--- config.mk ---
export PLATFORM = sky130hd
export DESIGN_NAME = rfsh_seq
export DESIGN_NICKNAME = d
export VERILOG_FILES = /design/src/rtl/rfsh_pkg.sv /design/src/rtl/rfsh_divider.sv /design/src/rtl/rfsh_pending.sv /design/src/rtl/rfsh_row_ctr.sv /design/src/rtl/rfsh_seq.sv
export SDC_FILE = /design/constraint.sdc
export NUM_CORES = 1
export LEC_CHECK = 0
export BUFFER_PORTS_ARGS = -buffer_cell sky130_fd_sc_hd__buf_2
export CORE_MARGIN = 3
export CORE_UTILIZATION = 64
export DETAILED_ROUTE_END_ITERATION = 10
export PLACE_DENSITY = 0.86
export SYNTH_ARGS = -nofsm -noshare
export SYNTH_HDL_FRONTEND = slang
export SYNTH_SLANG_ARGS = --single-unit
--- constraint.sdc ---
create_clock -name clk -period 5.05 [get_ports clk]
set_input_delay 0.7575 -clock clk [delete_from_list [all_inputs] [get_ports clk]]
set_output_delay 0.7575 -clock clk [all_outputs]
set_load 0.03 [all_outputs]
--- src/rtl/rfsh_pkg.sv ---
package rfsh_pkg;
    typedef enum logic [2:0] {
        ST_PAUSE,
        ST_IDLE,
        ST_REQ,
        ST_SETUP,
        ST_STROBE,
        ST_PRECH
    } rfsh_state_e;
endpackage

--- src/rtl/rfsh_divider.sv ---
module rfsh_divider #(
    parameter int LIMIT = 16
) (
    input  logic clk,
    input  logic rst_n,
    input  logic en,
    output logic tick
);
    localparam int CW = (LIMIT > 1) ? $clog2(LIMIT) : 1;
    localparam logic [CW-1:0] LAST = CW'(LIMIT - 1);

    logic [CW-1:0] cnt;

    always_ff @(posedge clk or negedge rst_n) begin
        if (!rst_n)                 cnt <= '0;
        else if (!en || cnt == LAST) cnt <= '0;
        else                        cnt <= cnt + 1'b1;
    end

    assign tick = en && (cnt == LAST);
endmodule

--- src/rtl/rfsh_pending.sv ---
module rfsh_pending #(
    parameter int MAX = 4,
    parameter int W   = 3
) (
    input  logic         clk,
    input  logic         rst_n,
    input  logic         inc,
    input  logic         dec,
    output logic [W-1:0] cnt,
    output logic         nz
);
    localparam logic [W-1:0] TOP = W'(MAX);

    always_ff @(posedge clk or negedge rst_n) begin
        if (!rst_n) begin
            cnt <= '0;
        end else begin
            unique case ({inc, dec})
                2'b10:   if (cnt != TOP) cnt <= cnt + 1'b1;
                2'b01:   if (cnt != '0)  cnt <= cnt - 1'b1;
                default: cnt <= cnt;
            endcase
        end
    end

    assign nz = (cnt != '0);
endmodule

--- src/rtl/rfsh_row_ctr.sv ---
module rfsh_row_ctr #(
    parameter int W = 12
) (
    input  logic         clk,
    input  logic         rst_n,
    input  logic         adv,
    output logic [W-1:0] row
);
    always_ff @(posedge clk or negedge rst_n) begin
        if (!rst_n)   row <= '0;
        else if (adv) row <= row + 1'b1;
    end
endmodule

--- src/rtl/rfsh_seq.sv ---
module rfsh_seq
    import rfsh_pkg::*;
#(
    parameter int ROW_W        = 12,
    parameter int PAUSE_CYC    = 20000,
    parameter int INTERVAL_CYC = 1560,
    parameter int WARMUP       = 8,
    parameter int MAX_PEND     = 4,
    parameter int T_SU         = 1,
    parameter int T_RAS        = 6,
    parameter int T_RP         = 5
) (
    input  logic             clk,
    input  logic             rst_n,
    input  logic             row_mode,
    input  logic             grant,
    output logic             req,
    output logic             init_done,
    output logic             ras_n,
    output logic [1:0]       cas_n,
    output logic             we_n,
    output logic [ROW_W-1:0] addr
);
    localparam int PH_MAX = (T_RAS > T_RP) ? ((T_RAS > T_SU) ? T_RAS : T_SU)
                                           : ((T_RP > T_SU) ? T_RP : T_SU);
    localparam int PH_W   = $clog2(PH_MAX + 1);
    localparam int WU_W   = $clog2(WARMUP + 1);
    localparam int PEND_W = $clog2(MAX_PEND + 1);
    localparam logic [PH_W-1:0]   PH_SU  = PH_W'(T_SU - 1);
    localparam logic [PH_W-1:0]   PH_RAS = PH_W'(T_RAS - 1);
    localparam logic [PH_W-1:0]   PH_RP  = PH_W'(T_RP - 1);
    localparam logic [WU_W-1:0]   WU_END = WU_W'(WARMUP - 1);
    localparam logic [PEND_W-1:0] ONE    = PEND_W'(1);

    rfsh_state_e       state, state_nx;
    logic [PH_W-1:0]   phase;
    logic [WU_W-1:0]   wu_cnt;
    logic              init_q;
    logic              cyc_row;
    logic              pause_tick, iv_tick;
    logic [PEND_W-1:0] pend_cnt;
    logic              pend_nz;
    logic [ROW_W-1:0]  row;
    logic              done, row_adv, grant_eff, more;

    assign done      = (state == ST_PRECH) && (phase == PH_RP);
    assign row_adv   = (state == ST_STROBE) && (phase == PH_RAS) && cyc_row;
    assign grant_eff = grant || !init_q;
    assign more      = (pend_cnt > ONE) || iv_tick;

    rfsh_divider #(.LIMIT(PAUSE_CYC)) u_pause (
        .clk(clk), .rst_n(rst_n), .en(state == ST_PAUSE), .tick(pause_tick)
    );

    rfsh_divider #(.LIMIT(INTERVAL_CYC)) u_interval (
        .clk(clk), .rst_n(rst_n), .en(init_q), .tick(iv_tick)
    );

    rfsh_pending #(.MAX(MAX_PEND), .W(PEND_W)) u_pend (
        .clk(clk), .rst_n(rst_n), .inc(iv_tick), .dec(done && init_q),
        .cnt(pend_cnt), .nz(pend_nz)
    );

    rfsh_row_ctr #(.W(ROW_W)) u_row (
        .clk(clk), .rst_n(rst_n), .adv(row_adv), .row(row)
    );

    // next-state decision
    always_comb begin
        state_nx = state;
        unique case (state)
            ST_PAUSE:  if (pause_tick)      state_nx = ST_SETUP;
            ST_IDLE:   if (pend_nz)         state_nx = ST_REQ;
            ST_REQ:    if (grant_eff)       state_nx = ST_SETUP;
            ST_SETUP:  if (phase == PH_SU)  state_nx = ST_STROBE;
            ST_STROBE: if (phase == PH_RAS) state_nx = ST_PRECH;
            ST_PRECH: begin
                if (done) begin
                    if (!init_q) state_nx = (wu_cnt == WU_END) ? ST_IDLE : ST_SETUP;
                    else         state_nx = more ? ST_REQ : ST_IDLE;
                end
            end
            default:                        state_nx = ST_PAUSE;
        endcase
    end

    // state register and per-cycle bookkeeping
    always_ff @(posedge clk or negedge rst_n) begin
        if (!rst_n) begin
            state   <= ST_PAUSE;
            phase   <= '0;
            wu_cnt  <= '0;
            init_q  <= 1'b0;
            cyc_row <= 1'b0;
        end else begin
            state <= state_nx;
            phase <= (state_nx != state) ? '0 : phase + 1'b1;
            if (state_nx == ST_SETUP && state != ST_SETUP) cyc_row <= row_mode;
            if (done && !init_q) begin
                wu_cnt <= wu_cnt + 1'b1;
                if (wu_cnt == WU_END) init_q <= 1'b1;
            end
        end
    end

    // strobe outputs
    always_comb begin
        req   = 1'b0;
        ras_n = 1'b1;
        cas_n = 2'b11;
        addr  = '0;
        unique case (state)
            ST_REQ, ST_PRECH: req = 1'b1;
            ST_SETUP, ST_STROBE: begin
                req   = 1'b1;
                ras_n = (state != ST_STROBE);
                if (cyc_row) addr  = row;
                else         cas_n = 2'b00;
            end
            default: ;
        endcase
    end

    assign we_n      = 1'b1;
    assign init_done = init_q;
endmodule

==> metrics.txt, run 1 <==
Post-Place Cells 346; met1 usage 0.272; met2 GRT Util 0.335; DRC viols 0; kind of end point of the critical path primary output; Final period util 0.526; H-tree Lvls 2; Routed Antenna Nets 0; fraction of layout cells with a size suffix above 1 0.129; Layout Cells excl Fill 353; met3 track demand over resource 0.0416; largest net degree at the start of global routing 54; gr busiest metal met2; Syn Nets 299; outcome completed; fill cell instance count of the final layout about 310; maximum fanout along the worst path 13; worst slew pin tran ~640 ps; largest area contributor in the netlist dfrtp_1; Yosys top cell area share 0.468; total clock sinks 53; Hold WC Path Type flip-flop to flip-flop; ys flop type dfrtp_1; RSZ-0062 raised after global routing false; Detailed Routing Iterations Pass 1 4; Rows 23; CTS tree done; Commonest cells post-synth 53 x dfrtp_1, 33 x nor2_1, 23 x nand2_1; CTS Hold Bufs 0; Clock Path Buffers 2; Synth Register Bits 53; root buffer cell clkbuf_8; Clock transition at path regs 90 ps; peak supply drop 0.246 mV; drt total wl 4870 um; I/O Buffers 20; Mapped Area 2840 um^2; Avg WL per Cell 13.8 um; gr ovfl total 0; ANT cells 0; post-cts resize count 0; area occupied by multi-input gates 1430 um^2; cells after synthesis ~280; sequential share of the synthesized area 0.468; synth warn 0; f_max 377 MHz; total design power 673 uW; die area 5260 um^2; top cells by area, synth dfrtp_1 47%, xnor2_1 6.5%, xor2_1 5.3%; Core ar. 4140 um^2; Setup crit start kind flip-flop; count leader, synth dfrtp_1; fin crit period 2650 ps; Fin. Hold Viols 0; die span in y 72.6 um; fin. max-slew vios 0; post-synthesis cell type count 44; worst rel slew slack 0.573; critical path arrival 1900 ps; Worst Path Required 4290 ps; Detailed Route Iter0 Violations 102; vias in the first global route between 1500 and 2000; clk_lat worst skew 310 ps; Chip Width a little over 70 um; dpl hpwl 3510 um; Initial Util 0.684; flip-flop and latch area 1330 um^2; initial antenna violation count 0; Vias 1955; routability cong. ~0.86; Max-Cap Viols 0; critical path type flip-flop to primary output; Layout Skew slightly below 9 ps; Setup violations, final 0; TritonCTS Buffers 5; Final nets 318; # Post-CTS Setup Buffers 0; via-per-instance ratio about 5.5; P per Cell Area between 200 and 250 nW/um^2; GRT Resource Usage Total 0.202; Final Util 0.736; Syn Area/Cell 9.98 um^2; Leak roughly 0.0015 uW; ys async rst share 1.00; Top Ports 22; post-route setup TNS 0 ps; EDFF count, synth 0; wire length of the first global-routing pass 8380 um; Area growth syn-to-layout 7.50%
-- layout make-up --
| cell class | count | area share |
|---|---|---|
| Clock buffer | 6 | 0.0271 |
| Clock inverter | 1 | 0.00246 |
| Timing Repair Buffer | 21 | 0.0353 |
| Tap cell | 50 | 0.0205 |
| Multi-Input combinational cell | 213 | 0.468 |
| Sequential cell | 53 | 0.435 |
| Inverter | 9 | 0.0111 |
-- critical path, cell delays in order (launching register included) --
cell and delay [ps]:
dfrtp_1 530, and2b_1 260, nand2b_1 90, nand2_1 280
and3_1 220, buf_2 210
-- kinds of logic (layout without fill, tap and decap cells) --
family,count (synthesis),after routing,share of synthesized area
AOI/OAI and AO/OA,18,18,0.0446
buffers and inverters,18,37,0.0287
adders and majority gates,11,11,0.0485
other,1,1,0.00132
DFF,53,53,0.468
xor gates and xnor gates,38,38,0.117
and+or+nand+nor,140,140,0.273
muxes,5,5,0.0190
-- per-layer routing --
metal  vias up  share of wire
met3         4          0.025
met4         0         0.0090
met1       931           0.47
met5         -              0
met2        22           0.50
li1        998              -
-- report_power, final --
| part | total (uW) | internal [uW] | switching [uW] |
|---|---|---|---|
| combinational | 10.6 | 1.65 | 8.91 |
| clock | 237 | 108 | 129 |
| sequential | 426 | 424 | 1.27 |
| total | 673 | 534 | 139 |
-- path summary, 6_finish.rpt --
check                              startpoint        endpoint  slack (ps)  cells past startpoint
min in group asynchronous               rst_n  u_pause.cnt[5]         550                      2
worst min register to register      wu_cnt[3]       wu_cnt[3]         480                      1
worst min-delay path                wu_cnt[3]       wu_cnt[3]         480                      1
worst max-delay path                 state[2]         addr[8]        2400                      5
max in group asynchronous               rst_n       wu_cnt[3]        4060                      2
worst max register to register  u_pend.cnt[0]         cyc_row        2840                      8
-- cells in the final DEF, fill, tap and decap left out, drive strengths merged, types with 3 or more instances in the layout --
| cell type | count |
|---|---|
| dfrtp | 53 |
| nor2 | 33 |
| nand2 | 23 |
| xnor2 | 21 |
| buf | 21 |
| nand3 | 20 |
| and3 | 18 |
| xor2 | 17 |
| ha | 11 |
| inv | 9 |
| nor3 | 8 |
| nand4 | 7 |
| nand2b | 7 |
| clkbuf | 6 |
| o21ai | 6 |
| a21oi | 5 |
| and2 | 4 |
| nor2b | 4 |
| or3 | 3 |
| mux2 | 3 |
-- stage by stage --
stage          setup slack (ps)  hold slack [ps]  area [um^2]
3_5_place_dp               2790              460         2960
5_1_grt                    2290              505         3050
4_1_cts                    2420              477         3050
2_1_floorplan              2660              437         2840
6_report                   2400              478         3050
3_3_place_gp               2860              458         2960
-- flip-flops by register name (all words and copies together) (netlist names) --
name and flops:
u_pause.cnt 15, u_pend.cnt 3, u_interval.cnt 11, phase 3, wu_cnt 4, u_row.row 12, cyc_row 1, init_done 1
state 3
(Power assumes the default switching activity.)
==> run 2, diff against run 1 <==
CORE_UTILIZATION = 60   (was 64)
PLACE_DENSITY = 0.82   (was 0.86)
clock period = 2.5 ns   (was 5.05 ns; I/O delays follow)
==> metrics.txt, run 2 (synthesis results as in run 1) <==
CTS Hold Bufs 0 (unchanged); highest-count cells in the layout ignoring fill and taps 53 x dfrtp_1, 33 x nor2_1, 23 x nand2_1 (unchanged); Clock Path Buffers 2 (unchanged); dpl hpwl 3430 um (was 3510 um); Vias 2022 (was 1955); initial antenna violation count 0 (unchanged); Clock transition at path regs 100 ps (was 90 ps); total clock sinks 53 (unchanged); Final nets 318 (unchanged); Fin. Hold Viols 0 (unchanged); outcome completed (unchanged); Core ar. 4440 um^2 (was 4140 um^2); Top Ports 22 (unchanged); kind of end point of the critical path primary output (unchanged); maximum fanout along the worst path 13 (unchanged); P per Cell Area 450 nW/um^2 (was 221 nW/um^2); fin. max-slew vios 0 (unchanged); max layer used met4 (unchanged); worst slew pin tran 649 ps (was 640 ps); Detailed Route Iter0 Violations 108 (was 102); vias in the first global route 1877 (was 1819); Setup violations, final 0 (unchanged); commonest non-fill, non-tap cell in the layout dfrtp_1 (unchanged); fin area 3050 um^2 (about the same); wire length of the first global-routing pass 8210 um (was 8380 um); fin crit period 2320 ps; via-per-instance ratio 5.68 (was 5.54); most flop-heavy register u_pause.cnt (unchanged); gr ovfl total 0 (unchanged); Max-Cap Viols 0 (unchanged); # Post-CTS Setup Buffers 0 (unchanged); die area 5590 um^2 (was 5260 um^2); routability cong. 0.812 (was 0.858); Chip Width 74.7 um (was 72.6 um); clk_lat worst skew 310 ps (about the same); TritonCTS Buffers 5 (unchanged); Layout Skew 7.31 ps (was 8.82 ps); RSZ-0062 raised after global routing false (unchanged); largest net degree at the start of global routing 54 (unchanged); fin worst setup slack 177 ps (was 2400 ps); drt total wl 4910 um (was 4870 um); Avg WL per Cell 13.8 um (about the same); fill cell instance count of the final layout 357 (was 306); fraction of layout cells with a size suffix above 1 0.132 (was 0.129); peak supply drop 0.328 mV (was 0.246 mV); root buffer cell clkbuf_8 (unchanged); Setup crit start kind flip-flop (unchanged); Leak 0.00151 uW (about the same); Detailed Routing Iterations Pass 1 6 (was 4); Final period util 0.929; met3 WL 188 um (was 123 um); f_max 431 MHz; M1 WL 2180 um (was 2290 um); Hold WC Path Type input port to async pin (was flip-flop to flip-flop); CTS tree done (unchanged); pre-CTS setup slack 320 ps (was 2790 ps); placed cell area 2960 um^2 (about the same); post-cts resize count 0 (unchanged); I/O Buffers 20 (unchanged); critical path type flip-flop to primary output (unchanged); Rows 24 (was 23); Routed Antenna Nets 0 (unchanged); GRT Resource Usage Total 0.189 (was 0.202); Initial Util 0.638 (was 0.684); DRC viols 0 (unchanged); max reg flops 15 (unchanged); die span in y 74.7 um (was 72.6 um); critical path arrival 1950 ps (was 1900 ps); Worst Path Required 2120 ps (was 4290 ps); worst rel slew slack 0.567 (was 0.573); largest registers in the final layout u_pause.cnt (15), u_row.row (12), u_interval.cnt (11) (unchanged); ANT cells 0 (unchanged); DR WL met2 2420 um (was 2410 um); Area growth syn-to-layout 7.59% (was 7.50%); post-route setup TNS 0 ps (unchanged); H-tree Lvls 2 (unchanged)
-- run 2: changes by cell type in the layout (fill, tap and decap cells not counted), sizes merged --
cell,before,now
clkinv,0,1
clkbuf,6,5
inv,9,10
-- run 2: cell type report --
| cell class | instances | area [um^2] | area share |
|---|---|---|---|
| Clock buffer | 5 | 68.8 | 0.0226 |
| Clock inverter | 3 | 21.3 | 0.00697 |
| Inverter | 9 | 33.8 | 0.0111 |
| Multi-Input combinational cell | 213 | 1430 | 0.468 |
| Sequential cell | 53 | 1330 | 0.435 |
| Tap cell | 52 | 65.1 | 0.0213 |
| Timing Repair Buffer | 21 | 108 | 0.0353 |
-- run 2: routing by layer --
layer,up-vias,GRT usage
li1,995,-
met5,-,0
met3,12,0.0414
met2,43,0.338
met1,972,0.222
met4,0,0.0731
-- run 2: path summary, 6_finish.rpt --
| path | from | endpoint | slack, ps | depth (start not counted) |
|---|---|---|---|---|
| max in group asynchronous | rst_n | u_pend.cnt[2] | 1900 | 2 |
| max reg2reg | u_pend.cnt[0] | cyc_row | 310 | 8 |
| min | rst_n | u_row.row[9] | 150 | 2 |
| min reg2reg | wu_cnt[3] | wu_cnt[3] | 470 | 1 |
| min in group clk | row_mode | cyc_row | 320 | 2 |
| max | state[2] | addr[11] | 180 | 5 |
-- run 2: report_power, final --
group	switching, uW	internal [uW]	total, uW
Combinational	18.6	3.36	22.0
Sequential	2.91	857	860
Clock	292	199	491
-- run 2: worst max-delay path: stages (launching register included) --
cell	delay, ps
dfrtp_1	550
and2b_1	260
nand2b_1	120
nand2_1	300
and3_1	210
buf_2	190
-- run 2: metrics by stage --
stage	total power [uW]	std cells	util	hold slack [ps]
after global routing	1420	356	0.686	204
after floorplan	881	284	-	79.4
final	1370	356	0.686	153
after CTS	1390	356	0.686	181
after global placement	900	348	0.666	453
after detailed placement	901	348	0.666	457
